**src/rtl/usb_irq_pkg.sv**
```systemverilog
package usb_irq_pkg;

  localparam int NUM_CAUSES = 8;
  localparam int RD_SEL_W   = 2;

  // Cause positions; bit order is visible to firmware.
  localparam int CAUSE_SETUP   = 0;
  localparam int CAUSE_EP0_RX  = 1;
  localparam int CAUSE_EP0_TX  = 2;
  localparam int CAUSE_EP1     = 3;
  localparam int CAUSE_EP2     = 4;
  localparam int CAUSE_EP3_TX  = 5;
  localparam int CAUSE_BUS_RST = 6;
  localparam int CAUSE_SUSPEND = 7;

  typedef enum logic {
    WR_PENDING = 1'b0,
    WR_ENABLE  = 1'b1
  } wrTarget_e;

  typedef enum logic [RD_SEL_W-1:0] {
    RD_PENDING = 2'd0,
    RD_ENABLE  = 2'd1,
    RD_STATUS  = 2'd2,
    RD_NONE    = 2'd3
  } rdTarget_e;

  typedef struct packed {
    logic [NUM_CAUSES-1:0] clrMask;
    logic                  enLoad;
    logic [NUM_CAUSES-1:0] enValue;
  } irqStrobes_t;

endpackage

```
**src/rtl/usb_irq_ctrl.sv**
```systemverilog
module usb_irq_ctrl
  import usb_irq_pkg::*;
#(
  parameter int N = NUM_CAUSES
) (
  input  logic        clk,
  input  logic        rst,
  input  logic        wrEn,
  input  logic        wrAddr,
  input  logic [N-1:0] wrData,
  input  logic        setupEvt,
  input  logic        setupPending,
  output irqStrobes_t strobes,
  output logic        setupRenewed
);

  logic pendWrite;
  logic clrAttempt0;
  logic renewedQ;

  assign pendWrite   = wrEn && (wrAddr == WR_PENDING);
  assign clrAttempt0 = pendWrite && wrData[CAUSE_SETUP];

  always_comb begin
    strobes.clrMask = pendWrite ? wrData : '0;
    if (renewedQ) strobes.clrMask[CAUSE_SETUP] = 1'b0;
    strobes.enLoad  = wrEn && (wrAddr == WR_ENABLE);
    strobes.enValue = wrData;
  end

  // Renewal: a fresh setup packet while the old one is pending blocks one clear.
  always_ff @(posedge clk) begin
    if (rst)                              renewedQ <= 1'b0;
    else if (clrAttempt0)                 renewedQ <= 1'b0;
    else if (setupEvt && setupPending)    renewedQ <= 1'b1;
  end

  assign setupRenewed = renewedQ;


  renew_needs_pending_chk: assert property (@(posedge clk) disable iff (rst)
    renewedQ |-> setupPending);


  renew_disarm_chk: assert property (@(posedge clk) disable iff (rst)
    clrAttempt0 |=> !renewedQ);

endmodule

```
**src/rtl/usb_irq_datapath.sv**
```systemverilog
module usb_irq_datapath
  import usb_irq_pkg::*;
#(
  parameter int N = NUM_CAUSES
) (
  input  logic                clk,
  input  logic                rst,
  input  logic [N-1:0]        evtPulse,
  input  irqStrobes_t         strobes,
  input  logic [RD_SEL_W-1:0] rdSel,
  output logic [N-1:0]        pending,
  output logic [N-1:0]        enable,
  output logic [N-1:0]        rdData,
  output logic                intrN
);

  logic [N-1:0] status;

  for (genvar g = 0; g < N; g++) begin : gPend
    always_ff @(posedge clk) begin
      if (rst)                         pending[g] <= 1'b0;
      else if (evtPulse[g])            pending[g] <= 1'b1;
      else if (strobes.clrMask[g])     pending[g] <= 1'b0;
    end
  end

  always_ff @(posedge clk) begin
    if (rst)                 enable <= '0;
    else if (strobes.enLoad) enable <= strobes.enValue;
  end

  assign status = pending & enable;
  assign intrN  = ~|status;

  always_comb begin
    case (rdTarget_e'(rdSel))
      RD_PENDING: rdData = pending;
      RD_ENABLE:  rdData = enable;
      RD_STATUS:  rdData = status;
      default:    rdData = '0;
    endcase
  end


  set_wins_chk: assert property (@(posedge clk) disable iff (rst)
    (evtPulse != '0) |=> ((pending & $past(evtPulse)) == $past(evtPulse)));


  clear_done_chk: assert property (@(posedge clk) disable iff (rst)
    ((strobes.clrMask & ~evtPulse) != '0) |=>
      ((pending & $past(strobes.clrMask & ~evtPulse)) == '0));


  quiet_hold_chk: assert property (@(posedge clk) disable iff (rst)
    (strobes.clrMask == '0 && evtPulse == '0) |=> $stable(pending));


  enable_load_chk: assert property (@(posedge clk) disable iff (rst)
    strobes.enLoad |=> (enable == $past(strobes.enValue)));


  masked_quiet_chk: assert property (@(posedge clk) disable iff (rst)
    (enable == '0) |-> intrN);

endmodule

```
**src/rtl/usb_irq_agg.sv**
```systemverilog
module usb_irq_agg
  import usb_irq_pkg::*;
(
  input  logic                  clk,
  input  logic                  rst,
  input  logic [NUM_CAUSES-1:0] evtPulse,
  input  logic                  wrEn,
  input  logic                  wrAddr,
  input  logic [NUM_CAUSES-1:0] wrData,
  input  logic [RD_SEL_W-1:0]   rdSel,
  output logic [NUM_CAUSES-1:0] rdData,
  output logic                  intrN
);

  irqStrobes_t           strobes;
  logic [NUM_CAUSES-1:0] pending;
  logic [NUM_CAUSES-1:0] enable;
  logic                  setupRenewed;

  usb_irq_ctrl #(.N(NUM_CAUSES)) u_ctrl (
    .clk          (clk),
    .rst          (rst),
    .wrEn         (wrEn),
    .wrAddr       (wrAddr),
    .wrData       (wrData),
    .setupEvt     (evtPulse[CAUSE_SETUP]),
    .setupPending (pending[CAUSE_SETUP]),
    .strobes      (strobes),
    .setupRenewed (setupRenewed)
  );

  usb_irq_datapath #(.N(NUM_CAUSES)) u_dp (
    .clk      (clk),
    .rst      (rst),
    .evtPulse (evtPulse),
    .strobes  (strobes),
    .rdSel    (rdSel),
    .pending  (pending),
    .enable   (enable),
    .rdData   (rdData),
    .intrN    (intrN)
  );


  setup_hold_chk: assert property (@(posedge clk) disable iff (rst)
    (setupRenewed && wrEn && wrAddr == WR_PENDING && wrData[CAUSE_SETUP])
      |=> pending[CAUSE_SETUP]);

endmodule

```
**config.mk**
```make
export PLATFORM = sky130hd
export DESIGN_NAME = usb_irq_agg
export DESIGN_NICKNAME = d
export VERILOG_FILES = /design/src/rtl/usb_irq_pkg.sv /design/src/rtl/usb_irq_ctrl.sv /design/src/rtl/usb_irq_datapath.sv /design/src/rtl/usb_irq_agg.sv
export SDC_FILE = /design/constraint.sdc
export NUM_CORES = 1
export LEC_CHECK = 0
export BUFFER_PORTS_ARGS = -buffer_cell sky130_fd_sc_hd__clkbuf_2
export CORE_UTILIZATION = 30
export DETAILED_ROUTE_END_ITERATION = 10
export HOLD_SLACK_MARGIN = 0.08
export PLACE_DENSITY = 0.53
export SLEW_MARGIN = 20
export SYNTH_ARGS = -nofsm -noshare
export SYNTH_HDL_FRONTEND = slang
export SYNTH_SLANG_ARGS = --single-unit
```
**constraint.sdc**
```tcl
create_clock -name clk -period 0.9 [get_ports clk]
set_input_delay 0.045 -clock clk [delete_from_list [all_inputs] [get_ports clk]]
set_output_delay 0.045 -clock clk [all_outputs]
set_load 0.01 [all_outputs]
```
==> impl_metrics.tcl, run 1 <==
set metrics [dict create \
    cts_root_buf "clkbuf_4" \
    first_iter_violations 27 \
    hpwl_mm 1.79 \
    grt_pass1_vias 1016 \
    fmax_mhz 842 \
    drive_gt1_frac 0.558 \
    async_flop_share 0 \
    syn_nets 122 \
    wl_mm 2.69 \
    maxCapViolations 0 \
    crit_path_max_fanout 3 \
    synth_seq_cells 17 \
    antenna_cells 0 \
    initial_core_util 0.320 \
    ys_seq_area_frac 0.382 \
    grt_usage 0.179 \
    vias 993 \
    use_met2 0.304 \
    synth_cell_type_count 18 \
    cts_sinks 17 \
    synth_area_um2 891 \
    grt_max_degree 18 \
    p_sw_mw 0.504 \
    setup_ws_ns -0.287 \
    yosysMostFrequentCell "dfxtp_1" \
    synthTopCellsByArea "dfxtp_1, a311oi_2, a32o_1, a21oi_1, nand2b_1" \
    yosys_warnings 0 \
    area_growth_pct 68.8 \
    cts_buffers 3 \
    h-tree-depth 1 \
    antenna_found_initial 0 \
    drc 0 \
    core-area_um2 2780 \
    cts_tree "yes" \
    cp.arrival_ns 1.14 \
    switching_share 0.286 \
    setup_tns_ns -2.33 \
    synth_commonest_cells "dfxtp_1, a21oi_1, nand2_1" \
    multi_input_area_um2 551 \
    end_kind "primary output" \
    synthFlopType "dfxtp_1" \
    dieArea_um2 3190 \
    hold_path.class "input port to register" \
    rows 19 \
    seqPwrFrac 0.481 \
    cp-start-kind "register" \
    critical_path_class "register to primary output" \
    timing.slew.headroom 0.686 \
    clockPowerShare 0.235 \
    clk_pin_slew_ns 0.10 \
    ant_nets 0 \
    insertion_delay_ns 0.29 \
    syn_avg_cell_area_um2 8.91 \
    report.final.slew_viol_count 0 \
    setup_viol 9 \
    numPlacedInstances 167 \
    nets 188 \
    grt_use_met3 0.0207 \
    dieHeight_um 56.5 \
    hold_viol_final 0 \
    gp_congestion 0.742 \
    postSynthCellCount 100 \
    rsz0062_at_grt "yes" \
    fin_crit_sh 1.32 \
    worstMarginPinSlew_ns 0.471 \
    wl_per_cell_um 13.7 \
    worstPathRequired_ns 0.85 \
    grtUsageMet1 0.232 \
    comb_power_share 0.284 \
    die_w_um 56.5 \
    vias_per_cell 5.07 \
    powerDensity_nw_per_um2 1170 \
    status "complete, but fails checks" \
    synth_top_cell_by_area "dfxtp_1" \
    grt-ovfl-total 0 \
    clockBufferDepth 2 \
    max-vdd-ir-drop_uv 779 \
    io-pin-count 31 \
    finalClockSkew_ns 0.000411 \
    synth-edff-count 0 \
    synth_top_area_share 0.382 \
    io_buffers 30 \
    seq_area_um2 360 \
    instances_no_fill 196 \
    fillers 272 \
    grt_busiest_layer "met2" \
    fin_crit_ns 1.19 \
    power_leakage_nw 0.645 \
    internal_power_mw 1.26 \
    grt_pass1_wl_mm 4.44 \
    first_pass_iters 4 \
    failed_checks "setup timing" \
]
==> cell type report <==
class,count,area share
clock buffers,4,0.0175
multi-input cells,68,0.366
repair buffers,67,0.329
inverters,9,0.0225
flip-flops and latches,17,0.240
well taps,31,0.0258
==> critical path: stages (launching register included) <==
cell,delay (ns)
dfxtp_2,0.34
a22oi_2,0.18
and4_1,0.21
buf_2,0.12
==> final timing paths <==
kind	startpoint	end	slack [ns]	depth (start not counted)
setup / recovery	u_dp.enable[0]$_SDFFE_PP0P_	intrN	-0.29	3
setup reg to reg	u_dp.pending[0]$_SDFFE_PP0P_	u_ctrl.setupRenewed$_SDFFE_PP0P_	0.04	4
hold reg to reg	u_dp.enable[5]$_SDFFE_PP0P_	u_dp.enable[5]$_SDFFE_PP0P_	0.49	2
hold / removal	wrEn	u_dp.enable[6]$_SDFFE_PP0P_	0.18	4
==> routing by layer <==
layer	vias up	routed length, um
met1	475	1200
met4	0	19
met3	2	73
met2	22	1390
met5	-	0
li1	494	-
==> metrics by stage <==
step	power [mW]	util	worst slack [ns]	area [um2]	hold slack, ns
6_report	1.76	0.541	-0.287	1500	0.176
5_1_grt	1.86	0.541	-0.341	1500	0.172
4_1_cts	1.77	0.534	-0.296	1480	0.173
3_5_place_dp	1.20	0.403	-0.0200	1120	0.278
3_3_place_gp	1.19	0.403	-0.0128	1120	0.276
2_1_floorplan	1.04	-	0.141	891	0.142
==> power by group through the flow <==
| stage | Combinational, mW | Sequential (mW) | Clock [mW] |
|---|---|---|---|
| 2_1_floorplan | 0.197 | 0.844 | 0 |
| 3_3_place_gp | 0.344 | 0.848 | 0 |
| 3_5_place_dp | 0.354 | 0.849 | 0 |
| 4_1_cts | 0.489 | 0.848 | 0.432 |
| 5_1_grt | 0.545 | 0.854 | 0.463 |
| 6_report | 0.501 | 0.848 | 0.415 |
==> cell families after synthesis <==
group	after synthesis	synth area share
AOI/OAI and AO/OA	31	0.319
buffers and inverters	15	0.0927
DFF	17	0.382
and+or+nand+nor	37	0.206
==> cell usage in the layout, fill, tap and decap left out, drive strengths merged, types with 2 or more instances in the layout <==
cell,n
clkbuf,33
buf,22
dfxtp,17
dlygate4sd3,16
a21oi,10
nand2,10
nor2,9
inv,8
nand3,8
a311oi,8
a32o,7
nand2b,7
a22oi,4
nor2b,2
==> timing repair <==
action / CTS / global route
hold endpoints to repair: 17 / 0
hold buffers: 16 / 0
pin swaps: 12 / 4
setup endpoints to repair: 9 / 14
setup buffers: 9 / 0
gates resized for setup: 31 / 7
==> registers in the layout (all words and copies together) (netlist names) <==
name,cells
u_ctrl.setupRenewed,1
u_dp.enable,8
u_dp.pending,8
No activity file was read; power rests on OpenSTA's default activity.
==> run 2: changes to the inputs <==
--- a/config.mk
+++ b/config.mk
@@ -7,9 +7,11 @@
 export LEC_CHECK = 0
 export BUFFER_PORTS_ARGS = -buffer_cell sky130_fd_sc_hd__clkbuf_2
 export CORE_UTILIZATION = 30
+export CTS_BUF_LIST = sky130_fd_sc_hd__clkbuf_8
 export DETAILED_ROUTE_END_ITERATION = 10
 export HOLD_SLACK_MARGIN = 0.08
 export PLACE_DENSITY = 0.53
+export REMOVE_ABC_BUFFERS = 1
 export SLEW_MARGIN = 20
 export SYNTH_ARGS = -nofsm -noshare
 export SYNTH_HDL_FRONTEND = slang
==> impl_metrics.tcl, run 2 (same netlist as run 1, synthesis figures left out) <==
set metrics [dict create \
    status "complete, but fails checks" \
    failed_checks "setup timing" \
    seqPwrFrac 0.461 \
    powerDensity_nw_per_um2 1280 \
    setup_viol 9 \
    cts_root_buf "clkbuf_8" \
    clockPowerShare 0.296 \
    ant_nets 0 \
    clk_pin_slew_ns 0.07 \
    initial_core_util 0.320 \
    cts_buffers 3 \
    internal_power_mw 1.35 \
    wl_per_cell_um 13.4 \
    insertion_delay_ns 0.25 \
    clockBufferDepth 2 \
    crit_path_max_fanout 2 \
    first_pass_iters 4 \
    timing.slew.headroom 0.692 \
    cp-start-kind "register" \
    grt_max_degree 18 \
    cp.arrival_ns 1.09 \
    grtUsageMet1 0.209 \
    final_cell_mix "clkbuf_2, dlygate4sd3_1, buf_4, dfxtp_2" \
    power_leakage_nw 0.624 \
    crit_path_top_delay_cell "dfxtp_2" \
    numPlacedInstances 166 \
    vias 957 \
    rsz0062_at_grt "yes" \
    holdWs_ns 0.107 \
    end_kind "primary output" \
    fin_crit_ns 1.14 \
    nets 182 \
    fillers 267 \
    vias_per_cell 5.04 \
    setup_ws_ns -0.236 \
    dieHeight_um 56.5 \
    worstPathRequired_ns 0.85 \
    grt_pass1_wl_mm 4.48 \
    io-pin-count 31 \
    drive_gt1_frac 0.509 \
    die_w_um 56.5 \
    core-area_um2 2780 \
    final_common_cell "clkbuf_2" \
    instances_no_fill 190 \
    hold_viol_final 0 \
    io_buffers 30 \
    first_iter_violations 10 \
    path_buf_inv 1 \
    worstMarginPinSlew_ns 0.462 \
    h-tree-depth 1 \
    fin_util 0.518 \
    use_met2 0.324 \
    grt-ovfl-total 0 \
    wl_mm 2.55 \
    switching_share 0.265 \
    grt_pass1_vias 1020 \
    antenna_cells 0 \
    rows 19 \
    critical_path_class "register to primary output" \
    fmax_mhz 880 \
    hold_path.class "input port to register" \
    cts_sinks 17 \
    grt_busiest_layer "met2" \
    gp_congestion 0.812 \
    maxCapViolations 0 \
    max-vdd-ir-drop_uv 667 \
    area_growth_pct 61.7 \
    fin_crit_sh 1.26 \
    drc 0 \
    holdPathStages 3 \
    critical-path-top-delay-family "flip-flops" \
    grt_usage 0.178 \
    r2r_cells 4 \
    cp_slowest_stage_delay_ns 0.32 \
    dieArea_um2 3190 \
    crit_chain "a22oi_2, and4_1, buf_2" \
    comb_power_share 0.243 \
    p_total_mw 1.84 \
    crit_cells 3 \
    finalClockSkew_ns 0.0000399 \
    p_sw_mw 0.488 \
    grt_use_met3 0.0323 \
    report.final.slew_viol_count 0 \
    cts_tree "yes" \
    antenna_found_initial 0 \
    hpwl_mm 1.72 \
]
run 2: cell types whose count changed in the layout (fill, tap and decap cells not counted), moves of 2 or more:
cell | previous run | this run
clkbuf_2 | 29 | 27
buf_6 | 7 | 3
clkbuf_4 | 3 | 0
buf_4 | 14 | 12
clkbuf_8 | 0 | 3
buf_2 | 1 | 3
run 2: final timing paths:
path                                   to  slack [ns]                          from
max                                 intrN       -0.24  u_dp.pending[0]$_SDFFE_PP0P_
min          u_dp.pending[0]$_SDFFE_PP0P_        0.11                   evtPulse[0]
max reg2reg  u_dp.pending[7]$_SDFFE_PP0P_        0.05  u_dp.pending[7]$_SDFFE_PP0P_
min reg2reg   u_dp.enable[2]$_SDFFE_PP0P_        0.48   u_dp.enable[2]$_SDFFE_PP0P_
run 2: through the flow:
stage	cell area, um2	setup TNS [ns]	setup slack [ns]
after floorplan	842	0	0.141
after global placement	1110	-0.0231	-0.0231
after detailed placement	1110	-0.0567	-0.0567
after CTS	1420	-1.81	-0.261
after global routing	1440	-2.17	-0.272
final	1440	-1.78	-0.236
run 2: layout make-up:
type / instances / area (um2) / share of cell area
multi-input cells: 68 / 529 / 0.368
repair buffers: 61 / 434 / 0.301
flip-flops and latches: 17 / 359 / 0.249
clock buffers: 3 / 41.3 / 0.0287
well taps: 31 / 38.8 / 0.0269
inverters: 9 / 33.8 / 0.0235
clock inverters: 1 / 3.75 / 0.00261
run 2: per-layer routing:
metal	vias up	wire, um
met5	-	0
met4	0	28
met3	4	126
met2	28	1320
met1	444	1070
li1	481	-
run 2: timing repair:
item,4_1_cts,5_1_grt
hold buffers,16,0
endpoints found under the hold margin,16,0
gates cloned,0,0
pin swaps,9,5
buffers inserted,4,0
gates resized for setup,23,8
endpoints found under the setup margin,9,10
run 2: worst min-delay path: stages:
cell and delay, ns:
clkbuf_2 0.10, nor2_1 0.11, a311oi_2 0.06
run 2: power by group through the flow:
| stage | Sequential (mW) | Combinational [mW] | Clock (mW) |
|---|---|---|---|
| floorplan | 0.845 | 0.159 | 0 |
| global placement | 0.850 | 0.340 | 0 |
| detailed placement | 0.850 | 0.349 | 0 |
| CTS | 0.846 | 0.446 | 0.560 |
| global route | 0.854 | 0.487 | 0.604 |
| finish | 0.848 | 0.448 | 0.545 |
